### src/rtl/ipt_pkg.sv
package ipt_pkg;

   typedef enum logic [1:0] {
      REG_CTRL     = 2'd0,
      REG_IPI_STAT = 2'd1,
      REG_TMR_STAT = 2'd2,
      REG_IPI_REQ  = 2'd3
   } ipt_reg_e;

   localparam int unsigned CTRL_IPI_REQ_LSB = 12;
   localparam int unsigned CTRL_IPI_CLR_LSB = 8;
   localparam int unsigned CTRL_TMR_CLR_LSB = 4;
   localparam int unsigned CTRL_ACK_BIT     = 28;
   localparam int unsigned DED_MASK_LSB     = 0;

   localparam int unsigned RD_CPU_LSB = 0;
   localparam int unsigned RD_TMR_LSB = 4;
   localparam int unsigned RD_IPI_LSB = 8;

   localparam int unsigned FIELD_MAX_W = 4;

   typedef struct packed {
      logic dup_req;
      logic spur_clr;
      logic unsupported;
      logic zero_mask;
   } ipt_flags_t;

endpackage

### src/rtl/ipt_decode.sv
module ipt_decode
   import ipt_pkg::*;
#(
   parameter int unsigned DATA_W   = 64,
   parameter int unsigned ADDR_W   = 2,
   parameter int unsigned MAX_CPUS = 4,
   parameter int unsigned NUM_CPUS = 4
) (
   input  logic                wr_en,
   input  logic [ADDR_W-1:0]   addr,
   input  logic [DATA_W-1:0]   wdata,
   output logic [MAX_CPUS-1:0] ipi_set,
   output logic [MAX_CPUS-1:0] ipi_clr,
   output logic [MAX_CPUS-1:0] tmr_clr,
   output logic                unsupported,
   output logic                zero_mask
);
   localparam logic [MAX_CPUS-1:0] CFG_MASK = MAX_CPUS'((64'd1 << NUM_CPUS) - 64'd1);

   logic                is_ctrl, is_istat, is_tstat, is_ireq;
   logic [MAX_CPUS-1:0] f_req, f_iclr, f_tclr, f_ded;
   logic                ack;
   logic                unused_wdata;

   assign is_ctrl  = wr_en && (addr == ADDR_W'(REG_CTRL));
   assign is_istat = wr_en && (addr == ADDR_W'(REG_IPI_STAT));
   assign is_tstat = wr_en && (addr == ADDR_W'(REG_TMR_STAT));
   assign is_ireq  = wr_en && (addr == ADDR_W'(REG_IPI_REQ));

   assign f_req  = wdata[CTRL_IPI_REQ_LSB +: MAX_CPUS];
   assign f_iclr = wdata[CTRL_IPI_CLR_LSB +: MAX_CPUS];
   assign f_tclr = wdata[CTRL_TMR_CLR_LSB +: MAX_CPUS];
   assign f_ded  = wdata[DED_MASK_LSB +: MAX_CPUS];
   assign ack    = wdata[CTRL_ACK_BIT];

   assign unused_wdata = ^wdata;

   always_comb begin
      ipi_set = '0;
      ipi_clr = '0;
      tmr_clr = '0;
      if (is_ctrl) begin
         ipi_set = f_req;
         ipi_clr = f_iclr;
         tmr_clr = f_tclr;
      end else if (is_istat) begin
         ipi_clr = f_ded;
      end else if (is_tstat) begin
         tmr_clr = f_ded;
      end else if (is_ireq) begin
         ipi_set = f_ded;
      end
      ipi_set &= CFG_MASK;
      ipi_clr &= CFG_MASK;
      tmr_clr &= CFG_MASK;
   end

   assign unsupported = is_ctrl && (f_req == '0) && (f_iclr == '0) &&
                        (f_tclr == '0) && !ack;
   assign zero_mask   = (is_istat || is_tstat || is_ireq) && (f_ded == '0);

endmodule

### src/rtl/ipt_pending.sv
module ipt_pending #(
   parameter int unsigned WIDTH    = 4,
   parameter int unsigned ACTIVE   = 4,
   parameter bit          SET_WINS = 1'b1
) (
   input  logic             clk,
   input  logic             rst_n,
   input  logic [WIDTH-1:0] set,
   input  logic [WIDTH-1:0] clr,
   output logic [WIDTH-1:0] q
);
   for (genvar i = 0; i < WIDTH; i++) begin : g_lane
      if (i < ACTIVE) begin : g_live
         logic nxt;
         if (SET_WINS) begin : g_set_first
            assign nxt = set[i] | (q[i] & ~clr[i]);
         end else begin : g_clr_first
            assign nxt = (set[i] | q[i]) & ~clr[i];
         end
         always_ff @(posedge clk) begin
            if (!rst_n) q[i] <= 1'b0;
            else        q[i] <= nxt;
         end
      end else begin : g_dead
         logic unused_lane;
         assign unused_lane = set[i] ^ clr[i];
         assign q[i] = 1'b0;
      end
   end
endmodule

### src/rtl/ipt_sticky.sv
module ipt_sticky #(
   parameter int unsigned WIDTH = 4
) (
   input  logic             clk,
   input  logic             rst_n,
   input  logic [WIDTH-1:0] hit,
   output logic [WIDTH-1:0] q
);
   for (genvar i = 0; i < WIDTH; i++) begin : g_flag
      always_ff @(posedge clk) begin
         if (!rst_n)      q[i] <= 1'b0;
         else if (hit[i]) q[i] <= 1'b1;
      end
   end
endmodule

### src/rtl/ipt_rdmux.sv
module ipt_rdmux
   import ipt_pkg::*;
#(
   parameter int unsigned DATA_W   = 64,
   parameter int unsigned ADDR_W   = 2,
   parameter int unsigned MAX_CPUS = 4,
   parameter int unsigned CPU_W    = 2
) (
   input  logic                clk,
   input  logic                rst_n,
   input  logic                rd_en,
   input  logic [ADDR_W-1:0]   addr,
   input  logic [CPU_W-1:0]    cpu,
   input  logic [MAX_CPUS-1:0] ipi_q,
   input  logic [MAX_CPUS-1:0] tmr_q,
   output logic                rsp_valid,
   output logic [DATA_W-1:0]   rsp_data
);
   logic [DATA_W-1:0] word;

   always_comb begin
      word = '0;
      if (addr == ADDR_W'(REG_CTRL)) begin
         word[RD_CPU_LSB +: CPU_W]    = cpu;
         word[RD_TMR_LSB +: MAX_CPUS] = tmr_q;
         word[RD_IPI_LSB +: MAX_CPUS] = ipi_q;
      end else if (addr == ADDR_W'(REG_IPI_STAT)) begin
         word[DED_MASK_LSB +: MAX_CPUS] = ipi_q;
      end else if (addr == ADDR_W'(REG_TMR_STAT)) begin
         word[DED_MASK_LSB +: MAX_CPUS] = tmr_q;
      end
   end

   always_ff @(posedge clk) begin
      if (!rst_n) begin
         rsp_valid <= 1'b0;
         rsp_data  <= '0;
      end else begin
         rsp_valid <= rd_en;
         rsp_data  <= rd_en ? word : '0;
      end
   end
endmodule

### src/rtl/ipt_unit.sv
module ipt_unit
   import ipt_pkg::*;
#(
   parameter int unsigned DATA_W   = 64,
   parameter int unsigned ADDR_W   = 2,
   parameter int unsigned MAX_CPUS = 4,
   parameter int unsigned NUM_CPUS = 3,
   parameter int unsigned CPU_W    = $clog2(MAX_CPUS)
) (
   input  logic                clk,
   input  logic                rst_n,
   input  logic                req_valid,
   input  logic                req_write,
   input  logic [ADDR_W-1:0]   req_addr,
   input  logic [DATA_W-1:0]   req_wdata,
   input  logic [CPU_W-1:0]    req_cpu,
   input  logic                timer_tick,
   output logic                rsp_valid,
   output logic [DATA_W-1:0]   rsp_data,
   output logic [MAX_CPUS-1:0] ipi_irq,
   output logic [MAX_CPUS-1:0] tmr_irq,
   output logic                warn_dup_req,
   output logic                warn_spur_clr,
   output logic                err_unsupported,
   output logic                err_zero_mask
);
   localparam logic [MAX_CPUS-1:0] CFG_MASK = MAX_CPUS'((64'd1 << NUM_CPUS) - 64'd1);

   if (MAX_CPUS < 2 || MAX_CPUS > FIELD_MAX_W) begin : g_bad_max
      $error("ipt_unit: MAX_CPUS must lie in 2..4");
   end
   if (NUM_CPUS < 1 || NUM_CPUS > MAX_CPUS) begin : g_bad_num
      $error("ipt_unit: NUM_CPUS must lie in 1..MAX_CPUS");
   end
   if (DATA_W <= CTRL_ACK_BIT) begin : g_bad_data
      $error("ipt_unit: DATA_W too narrow for the control fields");
   end
   if (ADDR_W < 2) begin : g_bad_addr
      $error("ipt_unit: ADDR_W must be at least 2");
   end

   logic [MAX_CPUS-1:0] ipi_set, ipi_clr, tmr_clr, tmr_set;
   logic                unsup_hit, zero_hit;
   ipt_flags_t          flag_hit, flag_q;

   ipt_decode #(
      .DATA_W(DATA_W), .ADDR_W(ADDR_W), .MAX_CPUS(MAX_CPUS), .NUM_CPUS(NUM_CPUS)
   ) u_decode (
      .wr_en      (req_valid && req_write),
      .addr       (req_addr),
      .wdata      (req_wdata),
      .ipi_set    (ipi_set),
      .ipi_clr    (ipi_clr),
      .tmr_clr    (tmr_clr),
      .unsupported(unsup_hit),
      .zero_mask  (zero_hit)
   );

   assign tmr_set = timer_tick ? CFG_MASK : '0;

   ipt_pending #(.WIDTH(MAX_CPUS), .ACTIVE(NUM_CPUS), .SET_WINS(1'b1)) u_ipi (
      .clk(clk), .rst_n(rst_n), .set(ipi_set), .clr(ipi_clr), .q(ipi_irq)
   );

   ipt_pending #(.WIDTH(MAX_CPUS), .ACTIVE(NUM_CPUS), .SET_WINS(1'b1)) u_tmr (
      .clk(clk), .rst_n(rst_n), .set(tmr_set), .clr(tmr_clr), .q(tmr_irq)
   );

   always_comb begin
      flag_hit             = '0;
      flag_hit.dup_req     = |(ipi_set & ipi_irq);
      flag_hit.spur_clr    = |(ipi_clr & ~ipi_irq);
      flag_hit.unsupported = unsup_hit;
      flag_hit.zero_mask   = zero_hit;
   end

   ipt_sticky #(.WIDTH($bits(ipt_flags_t))) u_flags (
      .clk(clk), .rst_n(rst_n), .hit(flag_hit), .q(flag_q)
   );

   assign warn_dup_req    = flag_q.dup_req;
   assign warn_spur_clr   = flag_q.spur_clr;
   assign err_unsupported = flag_q.unsupported;
   assign err_zero_mask   = flag_q.zero_mask;

   ipt_rdmux #(
      .DATA_W(DATA_W), .ADDR_W(ADDR_W), .MAX_CPUS(MAX_CPUS), .CPU_W(CPU_W)
   ) u_rd (
      .clk      (clk),
      .rst_n    (rst_n),
      .rd_en    (req_valid && !req_write),
      .addr     (req_addr),
      .cpu      (req_cpu),
      .ipi_q    (ipi_irq),
      .tmr_q    (tmr_irq),
      .rsp_valid(rsp_valid),
      .rsp_data (rsp_data)
   );
endmodule

### config.mk
export PLATFORM = sky130hd
export DESIGN_NAME = ipt_unit
export DESIGN_NICKNAME = d
export VERILOG_FILES = /design/src/rtl/ipt_pkg.sv /design/src/rtl/ipt_decode.sv /design/src/rtl/ipt_pending.sv /design/src/rtl/ipt_sticky.sv /design/src/rtl/ipt_rdmux.sv /design/src/rtl/ipt_unit.sv
export SDC_FILE = /design/constraint.sdc
export NUM_CORES = 1
export LEC_CHECK = 0
export CORE_MARGIN = 1
export CORE_UTILIZATION = 30
export CTS_CLUSTER_DIAMETER = 200
export DETAILED_ROUTE_END_ITERATION = 7
export HOLD_SLACK_MARGIN = 0.05
export PLACE_DENSITY = 0.81
export SLEW_MARGIN = 10
export SYNTH_ARGS = -nofsm -noshare
export SYNTH_HDL_FRONTEND = slang
export SYNTH_HIERARCHICAL = 1
export SYNTH_SLANG_ARGS = --single-unit
### constraint.sdc
create_clock -name clk -period 1.7 [get_ports clk]
set_clock_uncertainty 0.05 [all_clocks]
set_input_delay 0.34 -clock clk [delete_from_list [all_inputs] [get_ports clk]]
set_output_delay 0.34 -clock clk [all_outputs]
set_load 0.05 [all_outputs]
==> flow_metrics.py, run 1 <==
metrics = {
    "status": {
        "status": "completed",
    },
    "yosys": {
        "yosysWarnings": 6,
        "synth_area_um2": 1520,
        "avgSynthCellArea_um2": 9.10,
        "synthCells": 167,
    },
    "cells_and_area": {
        "num_antenna_cells": 0,
        "fin_util_pct": 41.2,
        "stdcell_count": 292,
        "nets": 299,
        "drive_gt1_share_pct": 24.4,
        "area_growth_pct": 29.9,
    },
    "clock_tree": {
        "clock_latency_ns": 0.25,
        "cts_resized": 3,
        "cts_tree": "built",
        "clk_pin_slew_ns": 0.08,
        "htreeDepth": 1,
        "cts_sinks": 23,
        "root_buffer": "clkbuf_8",
        "clockBufferDepth": 2,
        "post_cts_buffers": 0,
        "cts_hold_buf": 0,
        "cts_inserted_buffers": 3,
    },
    "grt": {
        "grt_antenna_before_repair": 0,
        "grt-ovfl-total": 0,
        "grt_pass1_wl_mm": 4.28,
        "grt_pass1_vias": 944,
        "grt_max_degree": 13,
        "grtUsageTotal_pct": 10.6,
    },
    "die": {
        "die_w_um": 73.2,
        "dieArea_um2": 5350,
        "rows": 25,
        "fp.dieH_um": 73.2,
        "initial_core_util_pct": 31.7,
        "io_pins": 150,
        "coreArea_um2": 4790,
    },
    "worst_setup_path": {
        "r2r-end": "u_flags/q[2]",
        "r2r_slack_ns": 0.64,
        "arrival_ns": 1.82,
        "start_kind": "input pin",
        "worst-path-max-fanout": 6,
        "endpoint_kind": "flip-flop",
        "worstReg2RegStart": "u_ipi/q[1]",
        "rr_worst_depth": 3,
        "worstSetupPathType": "input pin to flip-flop",
        "cp-startpoint": "req_write",
        "required_ns": 1.86,
    },
    "timing": {
        "setup_viol_count_final": 0,
        "hold_violations": 0,
        "totalNegativeSetupSlack_ns": 0,
        "min_period_ns": 1.67,
        "finalCritPeriodShare_pct": 98.1,
        "fmax_ghz": 0.600,
        "timing.final.ws_setup_ns": 0.0328,
        "maxSlewViolCount": 0,
    },
    "min_path": {
        "hold_depth": 1,
        "whs_endpoint": "u_flags/q[2]",
        "hold_start": "u_flags/q[2]",
        "hp-class": "flip-flop to flip-flop",
    },
    "pwr": {
        "peakVddDrop_v": 0.000388,
        "p_leak_nw": 0.905,
        "powerDensity_nw_per_um2": 724,
    },
    "routing": {
        "dr.first_iter.drc_count": 31,
        "drc": 0,
        "vias": 1122,
        "totalWireLength_mm": 2.91,
        "ant_nets": 0,
        "wl_per_cell_um": 9.97,
        "viasPerCell": 3.84,
        "first_pass_iters": 4,
    },
    "placement": {
        "io_buffer_count": 48,
        "dp_slack_ns": -0.322,
        "dp_hpwl_mm": 2.39,
        "placedCellCount": 288,
        "place_congestion": 0.774,
    },
    "job": {
        "drv_cap": 0,
    },
}
[critical path: stages]
cell             delay [ns]
clkdlybuf4s50_1        0.48
and2_4                 0.18
buf_4                  0.11
or4b_1                 0.46
nor3_2                 0.13
o21a_1                 0.12
[report_power, final]
part	switching, mW	total [mW]	internal [mW]
sequential	0.0138	0.568	0.554
clock	0.164	0.330	0.167
combinational	0.391	0.530	0.139
total	0.569	1.43	0.860
[per-stage QoR]
stage	cell area, um2	total power, mW	hold slack [ns]
6_report	1970	1.43	0.422
5_1_grt	1970	1.49	0.444
4_1_cts	1960	1.44	0.425
3_5_place_dp	1910	1.10	0.406
3_3_place_gp	1910	1.10	0.402
2_1_floorplan	1710	1.07	0.389
[flip-flops by register name, summed over array words and instances (netlist names)]
name	flops
u_flags/q	4
u_ipi/q	3
u_rd/rsp_data	12
u_rd/rsp_valid	1
u_tmr/q	3
[final cells by class]
class | count | area [um2]
tap | 67 | 83.8
clock buffer | 4 | 45.0
sequential | 23 | 460
fill | 476 | 2810
multi-input combinational | 136 | 821
inverter | 2 | 7.51
timing repair buffer | 60 | 556
[layout by cell type (no fill, tap or decap), drive strengths merged, types with 5 or more instances in the layout]
cell type,n
nor2b,11
buf,35
o21a,10
clkdlybuf4s50,23
nor2,9
mux2i,6
and2,9
dfxtp,23
nand2b,5
conb,56
[per-layer routing]
metal / GRT usage (%) / part of all wire [%]
met5: 0 / 0
met3: 2.35 / 9.6
met2: 20.4 / 52
met4: 3.27 / 0.65
met1: 11.3 / 38
[worst max path at each step]
stage | endpoint | slack (ns) | cells after the start
3_3_place_gp | u_flags/q[3] | -0.31 | 7
4_1_cts | u_flags/q[3] | 0.003 | 7
6_report | u_flags/q[0] | 0.03 | 6
2_1_floorplan | u_flags/q[3] | 0.32 | 6
5_1_grt | u_flags/q[2] | -0.005 | 7
3_5_place_dp | u_flags/q[3] | -0.32 | 7
No activity file was read; power rests on OpenSTA's default activity.
==> run 2, diff against run 1 <==
- CORE_UTILIZATION: 30 -> 27
- PLACE_DENSITY: 0.81 -> 0.8
- SYNTH_HIERARCHICAL: 1 -> not set
==> flow_metrics.py, run 2 <==
metrics = {
    "timing": {
        "min_period_ns": 1.62,
        "fmax_ghz": 0.617,
        "finalCritPeriodShare_pct": 95.4,
        "maxSlewViolCount": 0,
        "hold_violations": 0,
        "setup_viol_count_final": 0,
        "rsz0062_at_grt": "no",
    },
    "yosys": {
        "synthMostInstantiatedCell": "buf_4",
        "ys_types": 27,
        "ys_seq_area_share_pct": 30.7,
        "ys_async_sr_fraction_pct": 0,
        "synth_area_um2": 1310,
        "synthCells": 150,
        "avgSynthCellArea_um2": 8.71,
        "synth.top_cells.by_count": "57 x buf_4, 20 x dfxtp_1, 8 x and2_1, 8 x mux2i_1, 8 x nor2_1",
        "yosysTopAreaCellShare_pct": 32.8,
        "yosysWarnings": 0,
        "synth-edff-count": 0,
        "synthFlopType": "dfxtp_1",
        "ys_seq_elements": 20,
        "yosysTopAreaCell": "buf_4",
        "synthTopCellsByArea": "buf_4 33%, dfxtp_1 31%, mux2i_1 6.1%",
    },
    "cells_and_area": {
        "layout_commonest_cell": "conb_1",
        "drive_gt1_share_pct": 17.2,
        "top_register": "u_rd.rsp_data",
        "largest_reg_flops": 9,
        "num_antenna_cells": 0,
        "nets": 278,
        "area_growth_pct": 29.9,
        "layout_common_cells": "57 x conb_1, 27 x buf_4, 24 x clkdlybuf4s50_1",
        "reg.largest.list": "u_rd.rsp_data x9, u_flags.q x4",
        "stdcell_count": 256,
        "fin_area_um2": 1700,
    },
    "worst_setup_path": {
        "worstReg2RegStart": "u_ipi.q[0]",
        "required_ns": 1.80,
        "max_stage_delay_ns": 0.55,
        "start_kind": "input pin",
        "worstPathCellList": "clkdlybuf4s50_1 -> nor2_1 -> a22o_1 -> and3_1 -> o31a_1",
        "arrival_ns": 1.73,
        "crit_slowest_cell": "clkdlybuf4s50_1",
        "worst-path-max-fanout": 5,
        "worstSetupPathType": "input pin to flip-flop",
        "endpoint_kind": "flip-flop",
        "cp-startpoint": "req_addr[1]",
    },
    "placement": {
        "placedCellCount": 252,
        "place_area_um2": 1640,
        "place_congestion": 0.828,
        "dp_hpwl_mm": 2.40,
        "io_buffer_count": 45,
    },
    "die": {
        "die_w_um": 71.6,
        "fp.dieH_um": 71.6,
        "initial_core_util_pct": 29.0,
        "dieArea_um2": 5120,
        "coreArea_um2": 4500,
        "rows": 24,
        "io_pins": 150,
    },
    "job": {
        "drv_cap": 0,
    },
    "grt": {
        "grt_max_degree": 12,
        "grt_pass1_wl_mm": 4.22,
        "grt-ovfl-total": 0,
        "grt_antenna_before_repair": 0,
        "grtUsageTotal_pct": 10.9,
        "grt_pass1_vias": 922,
    },
    "min_path": {
        "hp-class": "flip-flop to flip-flop",
        "hold_start": "u_flags.q[1]",
    },
    "routing": {
        "totalWireLength_mm": 2.91,
        "first_pass_iters": 6,
        "wl_per_cell_um": 11.4,
        "ant_nets": 0,
        "drc": 1,
        "dr.first_iter.drc_count": 48,
        "vias": 1040,
        "viasPerCell": 4.06,
    },
    "clock_tree": {
        "cts_sinks": 20,
        "htreeDepth": 1,
        "root_buffer": "clkbuf_8",
        "clk_pin_slew_ns": 0.07,
        "cts_tree": "built",
        "cts_inserted_buffers": 3,
        "clock_latency_ns": 0.26,
        "clockBufferDepth": 2,
    },
    "status": {
        "status": "finished, violations left",
        "violations": "DRC",
    },
    "pwr": {
        "p_leak_nw": 0.819,
        "powerDensity_nw_per_um2": 804,
        "peakVddDrop_v": 0.000322,
    },
}
[run 2: cell types whose count changed in the layout (fill, tap and decap cells not counted), sizes merged, moves of 3 or more]
cell	previous run	this run
a211oi	4	0
a21boi	3	0
a21oi	0	3
and3	0	3
buf	35	30
dfxtp	23	20
nand2b	5	0
nor2b	11	4
o21a	10	5
o31a	0	5
or3	0	3
or3b	3	0
[run 2: power breakdown]
| group | internal (mW) | switching (mW) |
|---|---|---|
| registers | 0.481 | 0.0135 |
| logic | 0.119 | 0.387 |
| clock network | 0.206 | 0.157 |
| total | 0.807 | 0.558 |
[run 2: kinds of logic after synthesis]
group / count (synthesis) / share of synthesized area, %
other cells: 1 / 0.287
buf+inv: 62 / 34.9
compound gates: 21 / 12.2
mux: 8 / 6.13
simple gates: 38 / 15.9
flops: 20 / 30.7
[run 2: per-stage QoR]
stage | power, mW | util, % | setup TNS [ns] | setup WS [ns] | hold slack [ns]
floorplan | 0.986 | - | 0 | 0.427 | 0.414
global placement | 1.01 | 36.5 | -1.64 | -0.234 | 0.404
detailed placement | 1.01 | 36.5 | -1.85 | -0.262 | 0.410
CTS | 1.37 | 37.7 | 0 | 0.0897 | 0.428
global route | 1.41 | 37.7 | 0 | 0.0256 | 0.463
finish | 1.36 | 37.7 | 0 | 0.0788 | 0.426
[run 2: metal layers]
layer / track usage [%] / share of wire (%)
met1: 12.9 / 43
met3: 4.22 / 13
met2: 17.7 / 43
met4: 4.58 / 0.96
met5: 0 / 0
[run 2: cell type report]
cell class	count	area, um2
Multi-Input combinational cell	124	661
Inverter	1	3.75
Timing Repair Buffer	55	512
Tap cell	52	65.1
Sequential cell	20	400
Fill cell	460	2810
Clock buffer	4	55.1
[run 2: worst paths after layout]
check	endpoint	slack [ns]	cells past startpoint
max	u_flags.q[3]	0.08	5
min	u_flags.q[1]	0.43	1
max reg2reg	u_flags.q[2]	0.68	2
min reg2reg	u_flags.q[1]	0.43	1
[run 2: worst max-delay path: cells and delay by family]
family,cells,cell delay [ns]
AOI/OAI and AO/OA,2,0.54
buffers and inverters,1,0.55
and+or+nand+nor,2,0.29
[run 2: timing repair]
| item | 4_1_cts | 5_1_grt |
|---|---|---|
| setup endpoints to repair | 1 | 0 |
| gates resized for setup | 1 | 0 |
| hold buffers | 0 | 0 |
| setup buffers | 0 | 0 |
